### src/rtl/wpc_pkg.sv
package wpc_pkg;

  localparam int REG_W = 8;

  // register bit positions (readback layout)
  localparam int BIT_LOCK  = 7;
  localparam int BIT_WD_HI = 6;
  localparam int BIT_WD_LO = 5;
  localparam int BIT_PR1   = 4;
  localparam int BIT_PR0   = 3;
  localparam int BIT_RLAT  = 2;
  localparam int BIT_WLAT  = 1;
  localparam int BIT_PR2   = 0;

  localparam logic [REG_W-1:0] CODE_WLAT_SET = 8'h02;
  localparam logic [REG_W-1:0] CODE_RLAT_SET = 8'h06;
  localparam logic [REG_W-1:0] CODE_CLEAR    = 8'h00;

  localparam logic [1:0] WD_RESET = 2'b11;

  typedef struct packed {
    logic       lock;
    logic [1:0] wd;
    logic [2:0] prot;
    logic       rLatch;
    logic       wLatch;
  } wpcState_t;

  typedef struct packed {
    logic setWLatch;
    logic clrLatches;
    logic setRLatch;
    logic loadFields;
    logic loadProt;
    logic readReg;
  } wpcStrobe_t;

endpackage

### src/rtl/wpc_datapath.sv
module wpc_datapath
  import wpc_pkg::*;
#(
  parameter int ADDR_W      = 16,
  parameter int ARRAY_BYTES = 4096,
  parameter int BLK_BYTES   = 64
) (
  input  logic              clk,
  input  logic              rstN,
  input  wpcStrobe_t        strobe,
  input  logic [REG_W-1:0]  wrData,
  input  logic [ADDR_W-1:0] addr,
  input  logic              wpPin,
  output wpcState_t         state,
  output logic              hwLock,
  output logic              protHit,
  output logic              inArray,
  output logic [REG_W-1:0]  rdData
);

  localparam int CMP_W = ADDR_W + 1;

  logic       lockQ, rLatchQ, wLatchQ;
  logic [1:0] wdQ;
  logic [2:0] protQ;
  logic [CMP_W-1:0] protLimit;

  assign hwLock = wpPin & lockQ;

  always_ff @(posedge clk) begin
    if (!rstN) begin
      lockQ   <= 1'b0;
      wdQ     <= WD_RESET;
      protQ   <= 3'b000;
      rLatchQ <= 1'b0;
      wLatchQ <= 1'b0;
    end else begin
      if (strobe.setWLatch) wLatchQ <= 1'b1;
      if (strobe.setRLatch) rLatchQ <= 1'b1;
      if (strobe.clrLatches) begin
        wLatchQ <= 1'b0;
        rLatchQ <= 1'b0;
      end
      if (strobe.loadFields) begin
        wdQ     <= {wrData[BIT_WD_HI], wrData[BIT_WD_LO]};
        rLatchQ <= 1'b0;
      end
      if (strobe.loadProt) begin
        lockQ <= wrData[BIT_LOCK];
        protQ <= {wrData[BIT_PR2], wrData[BIT_PR1], wrData[BIT_PR0]};
      end
    end
  end

  // protected range decode: codes 1..4 double from one block, 5 covers all
  always_comb begin
    protLimit = '0;
    for (int k = 1; k <= 4; k++) begin
      if (protQ == 3'(k)) protLimit = CMP_W'(BLK_BYTES) << (k - 1);
    end
    if (protQ == 3'd5) protLimit = CMP_W'(ARRAY_BYTES);
  end

  assign protHit = ({1'b0, addr} < protLimit);
  assign inArray = ({1'b0, addr} < CMP_W'(ARRAY_BYTES));

  always_ff @(posedge clk) begin
    if (!rstN) rdData <= '0;
    else if (strobe.readReg) begin
      rdData[BIT_LOCK]  <= lockQ;
      rdData[BIT_WD_HI] <= wdQ[1];
      rdData[BIT_WD_LO] <= wdQ[0];
      rdData[BIT_PR1]   <= protQ[1];
      rdData[BIT_PR0]   <= protQ[0];
      rdData[BIT_RLAT]  <= rLatchQ;
      rdData[BIT_WLAT]  <= wLatchQ;
      rdData[BIT_PR2]   <= protQ[2];
    end
  end

  assign state = '{lock: lockQ, wd: wdQ, prot: protQ,
                   rLatch: rLatchQ, wLatch: wLatchQ};

  AST_LOCK_FREEZES: assert property (@(posedge clk) disable iff (!rstN)
    hwLock |=> ($stable(protQ) && $stable(lockQ))) else $error("lock");

  AST_WD_NEEDS_RLATCH: assert property (@(posedge clk) disable iff (!rstN)
    (wdQ != $past(wdQ)) |-> $past(rLatchQ && wLatchQ)) else $error("wd");

endmodule

### src/rtl/wpc_control.sv
module wpc_control
  import wpc_pkg::*;
#(
  parameter int ADDR_W = 16,
  parameter logic [ADDR_W-1:0] REG_ADDR = '1
) (
  input  logic              clk,
  input  logic              rstN,
  input  logic              reqValid,
  input  logic              reqWrite,
  input  logic [ADDR_W-1:0] reqAddr,
  input  logic [REG_W-1:0]  reqData,
  input  wpcState_t         state,
  input  logic              hwLock,
  input  logic              protHit,
  input  logic              inArray,
  output wpcStrobe_t        strobe,
  output logic              writeGrant,
  output logic              writeReject,
  output logic              rdValid
);

  logic isReg, grantNext, rejectNext;

  assign isReg = (reqAddr == REG_ADDR);

  always_comb begin
    strobe     = '0;
    grantNext  = 1'b0;
    rejectNext = 1'b0;
    if (reqValid && !reqWrite) begin
      strobe.readReg = isReg;
    end else if (reqValid && reqWrite) begin
      if (isReg) begin
        if (reqData == CODE_WLAT_SET) begin
          strobe.setWLatch = 1'b1;
          grantNext        = 1'b1;
        end else if (!state.wLatch) begin
          rejectNext = 1'b1;
        end else if (reqData == CODE_CLEAR) begin
          strobe.clrLatches = 1'b1;
          grantNext         = 1'b1;
        end else if (reqData == CODE_RLAT_SET) begin
          strobe.setRLatch = 1'b1;
          grantNext        = 1'b1;
        end else if (state.rLatch) begin
          strobe.loadFields = 1'b1;
          strobe.loadProt   = !hwLock;
          grantNext         = 1'b1;
        end else begin
          rejectNext = 1'b1;
        end
      end else begin
        if (state.wLatch && inArray && !protHit) grantNext = 1'b1;
        else rejectNext = 1'b1;
      end
    end
  end

  always_ff @(posedge clk) begin
    if (!rstN) begin
      writeGrant  <= 1'b0;
      writeReject <= 1'b0;
      rdValid     <= 1'b0;
    end else begin
      writeGrant  <= grantNext;
      writeReject <= rejectNext;
      rdValid     <= strobe.readReg;
    end
  end

  AST_ONE_DECISION: assert property (@(posedge clk) disable iff (!rstN)
    !(writeGrant && writeReject)) else $error("both");

  AST_WRITE_ANSWERED: assert property (@(posedge clk) disable iff (!rstN)
    (reqValid && reqWrite) |=> (writeGrant || writeReject)) else $error("ans");

  AST_LATCH_GATE: assert property (@(posedge clk) disable iff (!rstN)
    (reqValid && reqWrite && !state.wLatch && reqData != CODE_WLAT_SET)
      |=> writeReject) else $error("gate");

  AST_RANGE_BLOCK: assert property (@(posedge clk) disable iff (!rstN)
    (reqValid && reqWrite && !isReg && protHit) |=> writeReject)
    else $error("range");

  AST_READ_SOURCE: assert property (@(posedge clk) disable iff (!rstN)
    rdValid |-> $past(reqValid && !reqWrite && isReg)) else $error("rd");

endmodule

### src/rtl/wp_ctrl_reg.sv
module wp_ctrl_reg
  import wpc_pkg::*;
#(
  parameter int ADDR_W      = 16,
  parameter int ARRAY_BYTES = 4096,
  parameter int BLK_BYTES   = 64
) (
  input  logic              clk,
  input  logic              rstN,
  input  logic              reqValid,
  input  logic              reqWrite,
  input  logic [ADDR_W-1:0] reqAddr,
  input  logic [7:0]        reqData,
  input  logic              wpPin,
  output logic              writeGrant,
  output logic              writeReject,
  output logic              rdValid,
  output logic [7:0]        rdData,
  output logic [1:0]        wdPeriod
);

  wpcStrobe_t strobe;
  wpcState_t  state;
  logic       hwLock, protHit, inArray;

  wpc_control #(.ADDR_W(ADDR_W), .REG_ADDR('1)) u_ctrl (
    .clk(clk), .rstN(rstN), .reqValid(reqValid), .reqWrite(reqWrite),
    .reqAddr(reqAddr), .reqData(reqData), .state(state), .hwLock(hwLock),
    .protHit(protHit), .inArray(inArray), .strobe(strobe),
    .writeGrant(writeGrant), .writeReject(writeReject), .rdValid(rdValid)
  );

  wpc_datapath #(.ADDR_W(ADDR_W), .ARRAY_BYTES(ARRAY_BYTES),
                 .BLK_BYTES(BLK_BYTES)) u_dp (
    .clk(clk), .rstN(rstN), .strobe(strobe), .wrData(reqData),
    .addr(reqAddr), .wpPin(wpPin), .state(state), .hwLock(hwLock),
    .protHit(protHit), .inArray(inArray), .rdData(rdData)
  );

  assign wdPeriod = state.wd;

endmodule

### config.mk
export PLATFORM = sky130hd
export DESIGN_NAME = wp_ctrl_reg
export DESIGN_NICKNAME = d
export VERILOG_FILES = /design/src/rtl/wpc_pkg.sv /design/src/rtl/wpc_datapath.sv /design/src/rtl/wpc_control.sv /design/src/rtl/wp_ctrl_reg.sv
export SDC_FILE = /design/constraint.sdc
export NUM_CORES = 1
export LEC_CHECK = 0
export ABC_AREA = 1
export BUFFER_PORTS_ARGS = -buffer_cell sky130_fd_sc_hd__buf_2
export CAP_MARGIN = 0
export CORE_MARGIN = 1.5
export CORE_UTILIZATION = 35
export DETAILED_ROUTE_END_ITERATION = 6
export PLACE_DENSITY_LB_ADDON = 0.25
export SLEW_MARGIN = 20
export SYNTH_ARGS = -nofsm -noshare
export SYNTH_HDL_FRONTEND = slang
export SYNTH_HIERARCHICAL = 1
export SYNTH_SLANG_ARGS = --single-unit
### constraint.sdc
create_clock -name clk -period 2.6 [get_ports clk]
set_clock_uncertainty 0.05 [all_clocks]
set_input_delay 0.13 -clock clk [delete_from_list [all_inputs] [get_ports clk]]
set_output_delay 0.13 -clock clk [all_outputs]
set_load 0.02 [all_outputs]
Word-level counts from Yosys, hierarchy flattened. Cells that the tools add are included.

Magnitude comparators: 2. Reduce and logical (&&, ||, !) cells: 11. Bitwise operators: 3. Mux-type cells: 31. Equality and inequality tests: 8.

Operator list (count): $mux 1 (18); $eq 16x16->1 const B (1); $lt 16x13->1 (1); $lt 16x13->1 const B (1); $mux 5 (3); $mux 13 (1); $mux 10 (1); $mux 9 (1); $eq 8x2->1 const B (1); $eq 8x3->1 const B (1); $logic_not 8->1 (1); $mux 4 (2); $mux 8 (1); $mux 7 (1); $eq 3x2->1 const B (2); $eq 3x3->1 const B (2); $reduce_or 3->1 (2); $logic_and 1x1->1 (4); $mux 2 (2); $eq 3x1->1 const B (1); $logic_not 1->1 (3); $mux 3 (1); $not 1->1 (2); $reduce_or 2->1 (1); $and 1x1->1 (1).

Flip-flop bits (word level): 19. Logic and storage cells: 64. Output and inout bits: 13. Input port bits: 29.

Depth between registers and ports, before layout. Gate-level depths: netlist (run 1).

Depth in word-level cells: 11. Depth in mapped cells: 12. Depth with buffers taken out: 12.

Modules after synthesis. The synthesis (run 1) kept the hierarchy.

Modules (own cells, without submodules): wpc_datapath (seq. area each 320.3 um^2, cells an instance 102, area an instance 730.7 um^2, instances 1); wpc_control (seq. area each 60.1 um^2, cells an instance 70, area an instance 375.4 um^2, instances 1).

Worst setup path before layout (run 1). Ideal clock, no wire load.

Path type: reg2reg. Start: register u_dp.protQ[0]. End: register u_ctrl.writeGrant. Path buffers: 0. Stages on the path, launching flop included: 11. Library setup time: 0.112 ns. Arrival: 1.267 ns. Data required time: 2.438 ns. Setup slack: 1.171 ns. Clock period less this slack: 1.429 ns. Cell sequence: dfxtp_1 > inv_2 > nor2_2 > nand2_1 > ha_1 > a21oi_1 > nand2_1 > a21oi_2 > o21ai_1 > nand2_1 > nor2_1.

Word-level cells in the longest chain between the ends: 11. Elaborated cells on any way between the ends: 15. Classes of those cells: order compare: 1; eq/ne: 5; mux: 7; reduce/logical: 2.

Ends and longest elaborated chain: start, declared (RTL line wpc_datapath.sv:25) `logic [2:0] protQ;`; start signal, assigned (RTL line wpc_datapath.sv:50) `protQ <= {wrData[BIT_PR2], wrData[BIT_PR1], wrData[BIT_PR0]};`; $eq 3x1->1 (RTL line wpc_datapath.sv:59) `if (protQ == 3'(k)) protLimit = CMP_W'(BLK_BYTES) << (k - 1);`; $mux 7 (RTL line wpc_datapath.sv:59); $mux 8 (RTL line wpc_datapath.sv:59); $mux 9 (RTL line wpc_datapath.sv:59); $mux 10 (RTL line wpc_datapath.sv:59); $mux 13 (*) (RTL line wpc_datapath.sv:61) `if (protQ == 3'd5) protLimit = CMP_W'(ARRAY_BYTES);`; $lt 16x13->1 (*) (RTL line wpc_datapath.sv:64) `assign protHit = ({1'b0, addr} < protLimit);`; named net protHit (RTL line wp_ctrl_reg.sv:24) `logic hwLock, protHit, inArray;`; $logic_not 1->1 (*) (RTL line wpc_control.sv:54) `if (state.wLatch && inArray && !protHit) grantNext = 1'b1;`; $logic_and 1x1->1 (*) (RTL line wpc_control.sv:54); $mux 1 (*) (RTL line wpc_control.sv:54); $mux 1 (*) (RTL line wpc_control.sv:34) `if (isReg) begin`; end signal, assigned (RTL line wpc_control.sv:66) `writeGrant <= grantNext;`; end, declared (RTL line wpc_control.sv:18) `output logic writeGrant,`.

Mark *: on every way through the listed nets, which the timed path passes. The rest lies on a longest branch. A chain may end at the register's enable or synchronous reset.

Final worst setup path (run 1).
Start: register u_dp.protQ[2]. End: register u_ctrl.writeGrant.

The elaborated chain is that of the path after synthesis.

==> flow_summary.ini, run 1 <==
[sta]
slew_viol_final = 0
period_needed_ns = 1.60
tightest_slew_ns = 0.284
rsz0062_at_grt = no
slew_headroom_pct = 81.0
timing.fmax_mhz = 626
tns_ns = 0
hold_violations = 0
fin_crit_sh_pct = 61.5
setup_viol = 0

[placement]
place_congestion = 0.764
dpl-instance-area_um2 = 1330
port_buffers = 41
dp_hpwl_um = 1940

[layout]
fin_area_um2 = 1360
area.growth.synth_to_final_pct = 23.7
multi_input_area_um2 = 582
drive_gt1_share_pct = 29.2
diodes = 0
nNetsFinal = 246
num-fill-cells = 350
layout.area.seq_um2 = 380

[setup_path]
crit_slowest_cell = dfxtp_1
critical_path_buf_inv_count = 0
worst_ep_arrival_time_ns = 1.78
crit_family = simple AND/OR/NAND/NOR gates
cp_slowest_stage_delay_ns = 0.47
crit_chain = nand3_1 > ha_1 > nand2_1 > nor2_1 > a21oi_2 > o21ai_1 > nand2_1 > nor2_1
endpoint_kind = register
critPathRequiredTime_ns = 2.79
crit_type = reg -> reg
path_max_fanout = 6
cp-start-kind = register

[yosys]
synth_fp_nets = 204
netlist_area_um2 = 1100
yosys_warnings = 6
syn_inst = 171
avgSynthCellArea_um2 = 6.42

[clock_network]
cts_resized = 0
htree_levels = 1
cts_tree = done
clk_latency_ns = 0.29
cts_hold_buf = 0
clk_pin_slew_worst_paths_ns = 0.11
cts_buffers = 3
clockRootBuffer = clkbuf_4
post_cts_buffers = 0
clock_path_buffers = 2
clock_sinks = 19

[global_routing]
grt_max_degree = 18
grt_usage_pct = 14.9
grt_pass1_vias = 931
grt_first_pass_wirelength_um = 4000
grt_overflow = 0
antenna_found_initial = 0

[pwr]
ir_drop_uv = 166
seqPwrFrac_pct = 58.5
leakage_uw = 0.000718
p_clk_share_pct = 29.9
pwr-share-comb_pct = 11.6
cellPowerDensity_nw_per_um2 = 367
netSwitchingPower_uw = 123
intPower_uw = 375
swShare_pct = 24.8

[worst_hold_path]
hold_path.class = in -> reg

[drt]
vias = 1098
avgRoutedWirePerCell_um = 9.39
routed_wl_um = 2400
antenna_left = 0
drt_iter0_drc = 26
vias_per_cell = 4.29
drc = 0
drt_pass1_iterations = 4

[floorplanning]
core-area_um2 = 3030
start_util_pct = 36.3
die_w_um = 59.0
rows = 20
io_pins = 42
dieArea_um2 = 3480
die_h_um = 59.0

[flow_run]
cap_violations = 0

[run_status]
outcome = complete, no violations
## power groups by stage
stage / clock network (µW) / registers, µW / logic [µW]
detailed placement: 0 / 298 / 58.1
finish: 149 / 292 / 57.7
floorplan: 0 / 299 / 26.4
CTS: 156 / 292 / 58.4
global route: 167 / 292 / 67.4
global placement: 0 / 298 / 57.8
## layer usage
metal / share of wire, % / vias to the layer above / track usage (%)
met2: 40 / 39 / 21.6
li1: - / 606 / -
met5: 0 / - / 0
met3: 6.3 / 2 / 2.62
met1: 52 / 451 / 22.2
met4: 0.75 / 0 / 4.87
## sequential cells by signal, indices dropped and copies added, names as in the netlist
| name | count |
|---|---|
| u_dp/rdData | 8 |
| u_dp/protQ | 3 |
| u_dp/wdQ | 2 |
| u_ctrl/rdValid | 1 |
| u_ctrl/writeGrant | 1 |
| u_ctrl/writeReject | 1 |
| u_dp/lockQ | 1 |
| u_dp/rLatchQ | 1 |
| u_dp/wLatchQ | 1 |
## per-stage QoR
| step | setup slack, ns | total power (µW) | utilization (%) | hold slack, ns | cells |
|---|---|---|---|---|---|
| global placement | 1.03 | 356 | 44.0 | 0.332 | 252 |
| detailed placement | 1.03 | 356 | 44.0 | 0.329 | 252 |
| CTS | 1.01 | 506 | 44.9 | 0.0136 | 256 |
| floorplan | 1.17 | 325 | - | 0.192 | 171 |
| global route | 0.828 | 526 | 44.9 | 0.0306 | 256 |
| finish | 1.00 | 498 | 44.9 | 0.0223 | 256 |
## final timing paths
path                            cells past startpoint                           end  slack, ns                        from
worst max register to register                      8  u_ctrl/writeGrant$_SDFF_PP0_       1.00  u_dp/protQ[2]$_SDFFE_PN0P_
worst min register to register                      2      u_dp/wdQ[1]$_SDFFE_PN1P_       0.45    u_dp/wdQ[1]$_SDFFE_PN1P_
worst min-delay path                                3      u_dp/wdQ[0]$_SDFFE_PN1P_       0.02                  reqData[5]
worst max-delay path                                8  u_ctrl/writeGrant$_SDFF_PP0_       1.00  u_dp/protQ[2]$_SDFFE_PN0P_
## worst min-delay path: stages
cell and delay (ns):
buf_2 0.09, nand2_1 0.05, nand3_1 0.07
## layout by cell type, fill, tap and decap left out, types with 2 or more instances in the layout
cell / count
buf_2: 41
nand2_1: 36
nor2_1: 34
inv_1: 27
dfxtp_1: 19
o21ai_0: 13
nand3_1: 7
nor2_2: 6
a21oi_1: 6
ha_1: 4
clkbuf_4: 3
nand2_2: 3
nand3_2: 2
inv_2: 2
nor3_2: 2
o21ai_1: 2
## area by class of cell
class,instances,area share (%)
Timing Repair Buffer,41,15.1
Sequential cell,19,28.0
Clock buffer,3,1.66
Inverter,29,8.01
Tap cell,44,4.05
Multi-Input combinational cell,119,42.8
Clock inverter,1,0.368
Power figures use the tool's default switching activity.
==> run 2: changes to the inputs <==
Settings changed: ABC_AREA 1 to 0.
Clock period 2.6 ns to 1.4 ns, I/O delays scaled along.
==> run 2 against run 1 <==
Compared with the run above: the flow now finishes with violations (setup timing); highest routed layer unchanged; total power is 95% higher; count of clock-buffer cells in the layout is 1 higher; design area is 23% higher; sequential share of layout area is 4.7 points lower; cell count is 18% lower; synthesized cell count is 38% lower; global-route usage is 1.4 points higher; flip-flop and latch count stayed put.
==> flow_summary.ini, run 2 <==
[setup_path]
cp_slowest_stage_delay_ns = 0.39
endpoint_kind = register
crit_chain = or3b_4 > ha_4 > o31ai_4 > nand2_1 > a41oi_2 > nor4_1 > a31o_1
crit_slowest_cell = or3b_4
crit_type = reg -> reg
path_max_fanout = 6
worst_ep_arrival_time_ns = 1.92
critPathRequiredTime_ns = 1.54
cp-start-kind = register

[sta]
worst_slack_ns = -0.377
rsz0062_at_grt = yes
fin_crit_sh_pct = 127
timing.fmax_mhz = 563
hold_violations = 0
slew_headroom_pct = 80.8
tns_ns = -0.715
setup_viol = 2
period_needed_ns = 1.78
slew_viol_final = 0
tightest_slew_ns = 0.286

[pwr]
cellPowerDensity_nw_per_um2 = 580
ir_drop_uv = 634
leakage_uw = 0.000680
total_power_uw = 971

[layout]
final_util_pct = 60.2
nNetsFinal = 212
regMostFlops = u_dp/rdData
layout.cells.most_common_list = buf_2 (39), buf_4 (26), mux2i_1 (14), dfxtp_1 (13), nor2b_1 (12)
stdcell_count = 209
diodes = 0
area.growth.synth_to_final_pct = 60.4
reg.largest.list = u_dp/rdData (8), u_dp/protQ (3), u_dp/wdQ (2)
drive_gt1_share_pct = 57.3
layout_commonest_cell = buf_2
largest_reg_flops = 8

[floorplanning]
die_w_um = 57.6
start_util_pct = 37.5
core-area_um2 = 2780
die_h_um = 57.6
dieArea_um2 = 3320
rows = 19
io_pins = 42

[drt]
avgRoutedWirePerCell_um = 12.8
antenna_left = 0
routed_wl_um = 2680
drc = 0
vias_per_cell = 5.18
drt_pass1_iterations = 4
vias = 1082
drt_iter0_drc = 19

[global_routing]
grt_pass1_vias = 1022
antenna_found_initial = 0
grt_overflow = 0
grt_usage_pct = 16.3
grt_max_degree = 19
grt_first_pass_wirelength_um = 4260

[flow_run]
cap_violations = 0

[yosys]
avgSynthCellArea_um2 = 9.84
yosys_warnings = 6
synth_fp_nets = 139
syn_inst = 106
netlist_area_um2 = 1040

[clock_network]
clock_sinks = 19
cts_tree = done
clock_path_buffers = 2
cts_buffers = 3
clk_pin_slew_worst_paths_ns = 0.10
clockRootBuffer = clkbuf_4
htree_levels = 1
clk_latency_ns = 0.29

[worst_hold_path]
hold_path.class = in -> reg

[placement]
dp_cells = 197
pre_cts_ws_ns = -0.390
place_congestion = 0.747
dp_hpwl_um = 1940
port_buffers = 41

[run_status]
outcome = finished with violations
failed_checks = setup timing
==> run 2: layer usage <==
metal | track usage [%] | vias up | wire length (µm)
met5 | 0 | - | 0
met4 | 6.98 | 0 | 17
met3 | 1.59 | 2 | 160
met2 | 29.5 | 38 | 1400
met1 | 19.3 | 506 | 1100
li1 | - | 536 | -
==> run 2: area by class of cell <==
cell class,count,area [µm²]
Multi-Input combinational cell,83,753
Timing Repair Buffer,72,465
Tap cell,31,38.8
Fill cell,250,1110
Sequential cell,19,390
Clock buffer,4,26.3
==> run 2: final timing paths <==
kind                                                     end  slack (ns)                   startpoint  depth (start not counted)
worst max-delay path            u_ctrl/writeGrant$_SDFF_PP0_       -0.38   u_dp/protQ[2]$_SDFFE_PN0P_                          7
worst min-delay path                u_dp/wdQ[0]$_SDFFE_PN1P_        0.04                         rstN                          2
worst max register to register  u_ctrl/writeGrant$_SDFF_PP0_       -0.38   u_dp/protQ[2]$_SDFFE_PN0P_                          7
worst min register to register   u_dp/rdData[0]$_SDFFE_PN0P_        0.47  u_dp/rdData[0]$_SDFFE_PN0P_                          2
==> run 2: critical path, delay by kind of cell (launching register included) <==
family	cells	cell delay (ns)
AND/OR/NAND/NOR	3	0.54
AO/OA/AOI/OAI	3	0.53
flip-flops	1	0.38
adder cells (fa/ha/maj)	1	0.17
==> run 2: repair_timing <==
item,4_1_cts,5_1_grt
buffers inserted,3,1
hold buffers,2,1
pin swaps,2,7
resized for setup,6,19
hold endpoints to repair,2,1
cloned,0,1
endpoints found under the setup margin,2,16
==> run 2: stage by stage <==
| stage | instance area [µm²] | hold slack [ns] |
|---|---|---|
| global placement | 1470 | 0.255 |
| global route | 1670 | 0.0521 |
| floorplan | 1070 | 0.142 |
| detailed placement | 1470 | 0.261 |
| finish | 1670 | 0.0411 |
| CTS | 1560 | 0.0178 |
==> run 2: power by group <==
part           internal [µW]  switching, µW  total (µW)
Clock                    111            160         270
Combinational           90.3           71.0         161
Sequential               539          0.388         540
Total                    740            231         971
==> run 3: changes to the inputs <==
Settings changed: SYNTH_HIERARCHICAL 1 to default.
==> run 3 against run 2 <==
Compared with the run above: the flow still finishes with violations (setup timing); first-iteration DRC count grew 74%; synthesized cell count up 11%; total power increased by 1.1%; wire length up 18%; critical path depth decreased by 2; setup slack improved by 0.12 ns; critical endpoint is now u_ctrl.writeReject$_SDFF_PP0_; count of clock-buffer cells in the layout shrank 1; largest power group unchanged; maximum frequency increased by 7.5%; sequential share of layout area up 1.3 points; design area down 6.6%.
==> flow_summary.ini, run 3 <==
[clock_network]
clk_pin_slew_worst_paths_ns = 0.12
clock_path_buffers = 2
clock_sinks = 19
cts_buffers = 3
clockRootBuffer = clkbuf_4
htree_levels = 1
cts_tree = done
clk_latency_ns = 0.30

[layout]
layout.area.seq_um2 = 385
drive_gt1_share_pct = 46.8
largest_reg_flops = 8
layout.cells.most_common_list = buf_2 (41), buf_4 (27), nand3_1 (15), dfxtp_1 (15), nand2_1 (13)
multi_input_area_um2 = 637
regMostFlops = u_dp.rdData
nNetsFinal = 223
diodes = 0
layout_commonest_cell = buf_2
area.growth.synth_to_final_pct = 54.3
num-fill-cells = 255
reg.largest.list = u_dp.rdData (8), u_dp.protQ (3), u_dp.wdQ (2)
final_util_pct = 56.7
stdcell_count = 221

[drt]
routed_wl_um = 3160
drc = 0
antenna_left = 0
drt_pass1_iterations = 4
drt_iter0_drc = 33
vias_per_cell = 5.51
avgRoutedWirePerCell_um = 14.3
vias = 1217

[placement]
place_congestion = 0.775
dp_cells = 210
port_buffers = 41
dp_hpwl_um = 2390
pre_cts_ws_ns = -0.232

[run_status]
outcome = finished with violations
failed_checks = setup timing

[sta]
setup_viol = 2
fin_crit_sh_pct = 118
tightest_slew_ns = 0.397
slew_headroom_pct = 73.3
rsz0062_at_grt = yes
slew_viol_final = 0
hold_violations = 0
tns_ns = -0.461
timing.fmax_mhz = 605
period_needed_ns = 1.65
worst_slack_ns = -0.252

[setup_path]
endpoint_kind = register
cp-start-kind = register
crit_type = reg -> reg
critPathRequiredTime_ns = 1.56
worst_ep_arrival_time_ns = 1.81
path_max_fanout = 5

[floorplanning]
core-area_um2 = 2760
die_h_um = 56.8
dieArea_um2 = 3230
die_w_um = 56.8
start_util_pct = 36.8
io_pins = 42
rows = 19

[yosys]
synth_ff_type = dfxtp_1
async_reset_ff_share_pct = 0
synth_most_common_cell = dfxtp_1
avgSynthCellArea_um2 = 8.59
netlist_top_cells_area = dfxtp_1 (38%), nand3_1 (7.9%), a21boi_0 (5.2%), nand4_1 (4.9%), o21ai_0 (4.9%)
ys_seq_elements = 19
yosys_warnings = 0
synth_top_area_share_pct = 37.5
synth_fp_nets = 150
synthDistinctLibCells = 31
netlist_area_um2 = 1010
syn_inst = 118
yosys-top-cells-count = dfxtp_1 (19), nand3_1 (16), nand2_1 (13)
synth_top_area_cell = dfxtp_1
ys_seq_area_share_pct = 37.5
synth_edf_count = 0

[flow_run]
cap_violations = 0

[global_routing]
grt_overflow = 0
grt_first_pass_wirelength_um = 5170
grt_pass1_vias = 1230
grt_max_degree = 24
grt_usage_pct = 20.7
antenna_found_initial = 0

[pwr]
leakage_uw = 0.000693
cellPowerDensity_nw_per_um2 = 628
ir_drop_uv = 622
total_power_uw = 982

[worst_hold_path]
hold_path.class = in -> reg
-- run 3: final timing paths --
kind	startpoint	endpoint	slack, ns	cells past startpoint
worst min register to register	u_dp.rdData[5]$_SDFFE_PN0P_	u_dp.rdData[5]$_SDFFE_PN0P_	0.43	2
worst max register to register	u_dp.protQ[1]$_SDFFE_PN0P_	u_ctrl.writeReject$_SDFF_PP0_	-0.25	5
worst min-delay path	reqData[7]	u_dp.lockQ$_SDFFE_PN0P_	0.05	4
worst max-delay path	u_dp.protQ[1]$_SDFFE_PN0P_	u_ctrl.writeReject$_SDFF_PP0_	-0.25	5
-- run 3: cell families after synthesis --
family	count (synthesis)	share of synthesized area (%)
DFF	19	37.5
AOI/OAI and AO/OA	27	17.7
muxes	4	3.95
buffers and inverters	8	3.70
adders and majority gates	3	3.70
and+or+nand+nor	57	33.5
-- run 3: per-stage QoR --
step | hold WS, ns | area, µm²
floorplan | 0.151 | 1030
global placement | 0.282 | 1440
detailed placement | 0.293 | 1440
CTS | 0.0179 | 1530
global route | 0.0501 | 1560
finish | 0.0535 | 1560
-- run 3: final cells by class --
| cell class | instances | area share, % |
|---|---|---|
| multi-input combinational | 91 | 40.7 |
| timing repair buffer | 74 | 29.9 |
| sequential | 19 | 24.6 |
| tap | 31 | 2.48 |
| clock buffer | 3 | 1.44 |
| inverter | 2 | 0.480 |
| clock inverter | 1 | 0.320 |
-- run 3: where the power goes --
part / total, µW / switching (µW) / internal (µW)
logic: 148 / 68.4 / 79.6
registers: 542 / 0.359 / 541
clock network: 292 / 185 / 107
total: 982 / 254 / 728
-- run 3: critical path, cell delays in order (launching register included) --
cell and delay (ns):
dfxtp_2 0.38, or3b_4 0.40, ha_4 0.27, nand4_1 0.09, a31o_2 0.22, and3b_1 0.16
-- run 3: repair_timing --
item,CTS,global route
endpoints found under the hold margin,5,1
hold buffers,5,1
setup endpoints to repair,2,6
buffers inserted,0,1
pin swaps,0,0
gates resized for setup,1,4
-- run 3: routing by layer --
metal	GRT usage, %	share of wire, %
met5	0	0
met4	12.3	3.5
met3	3.92	5.7
met2	36.0	49
met1	23.1	42
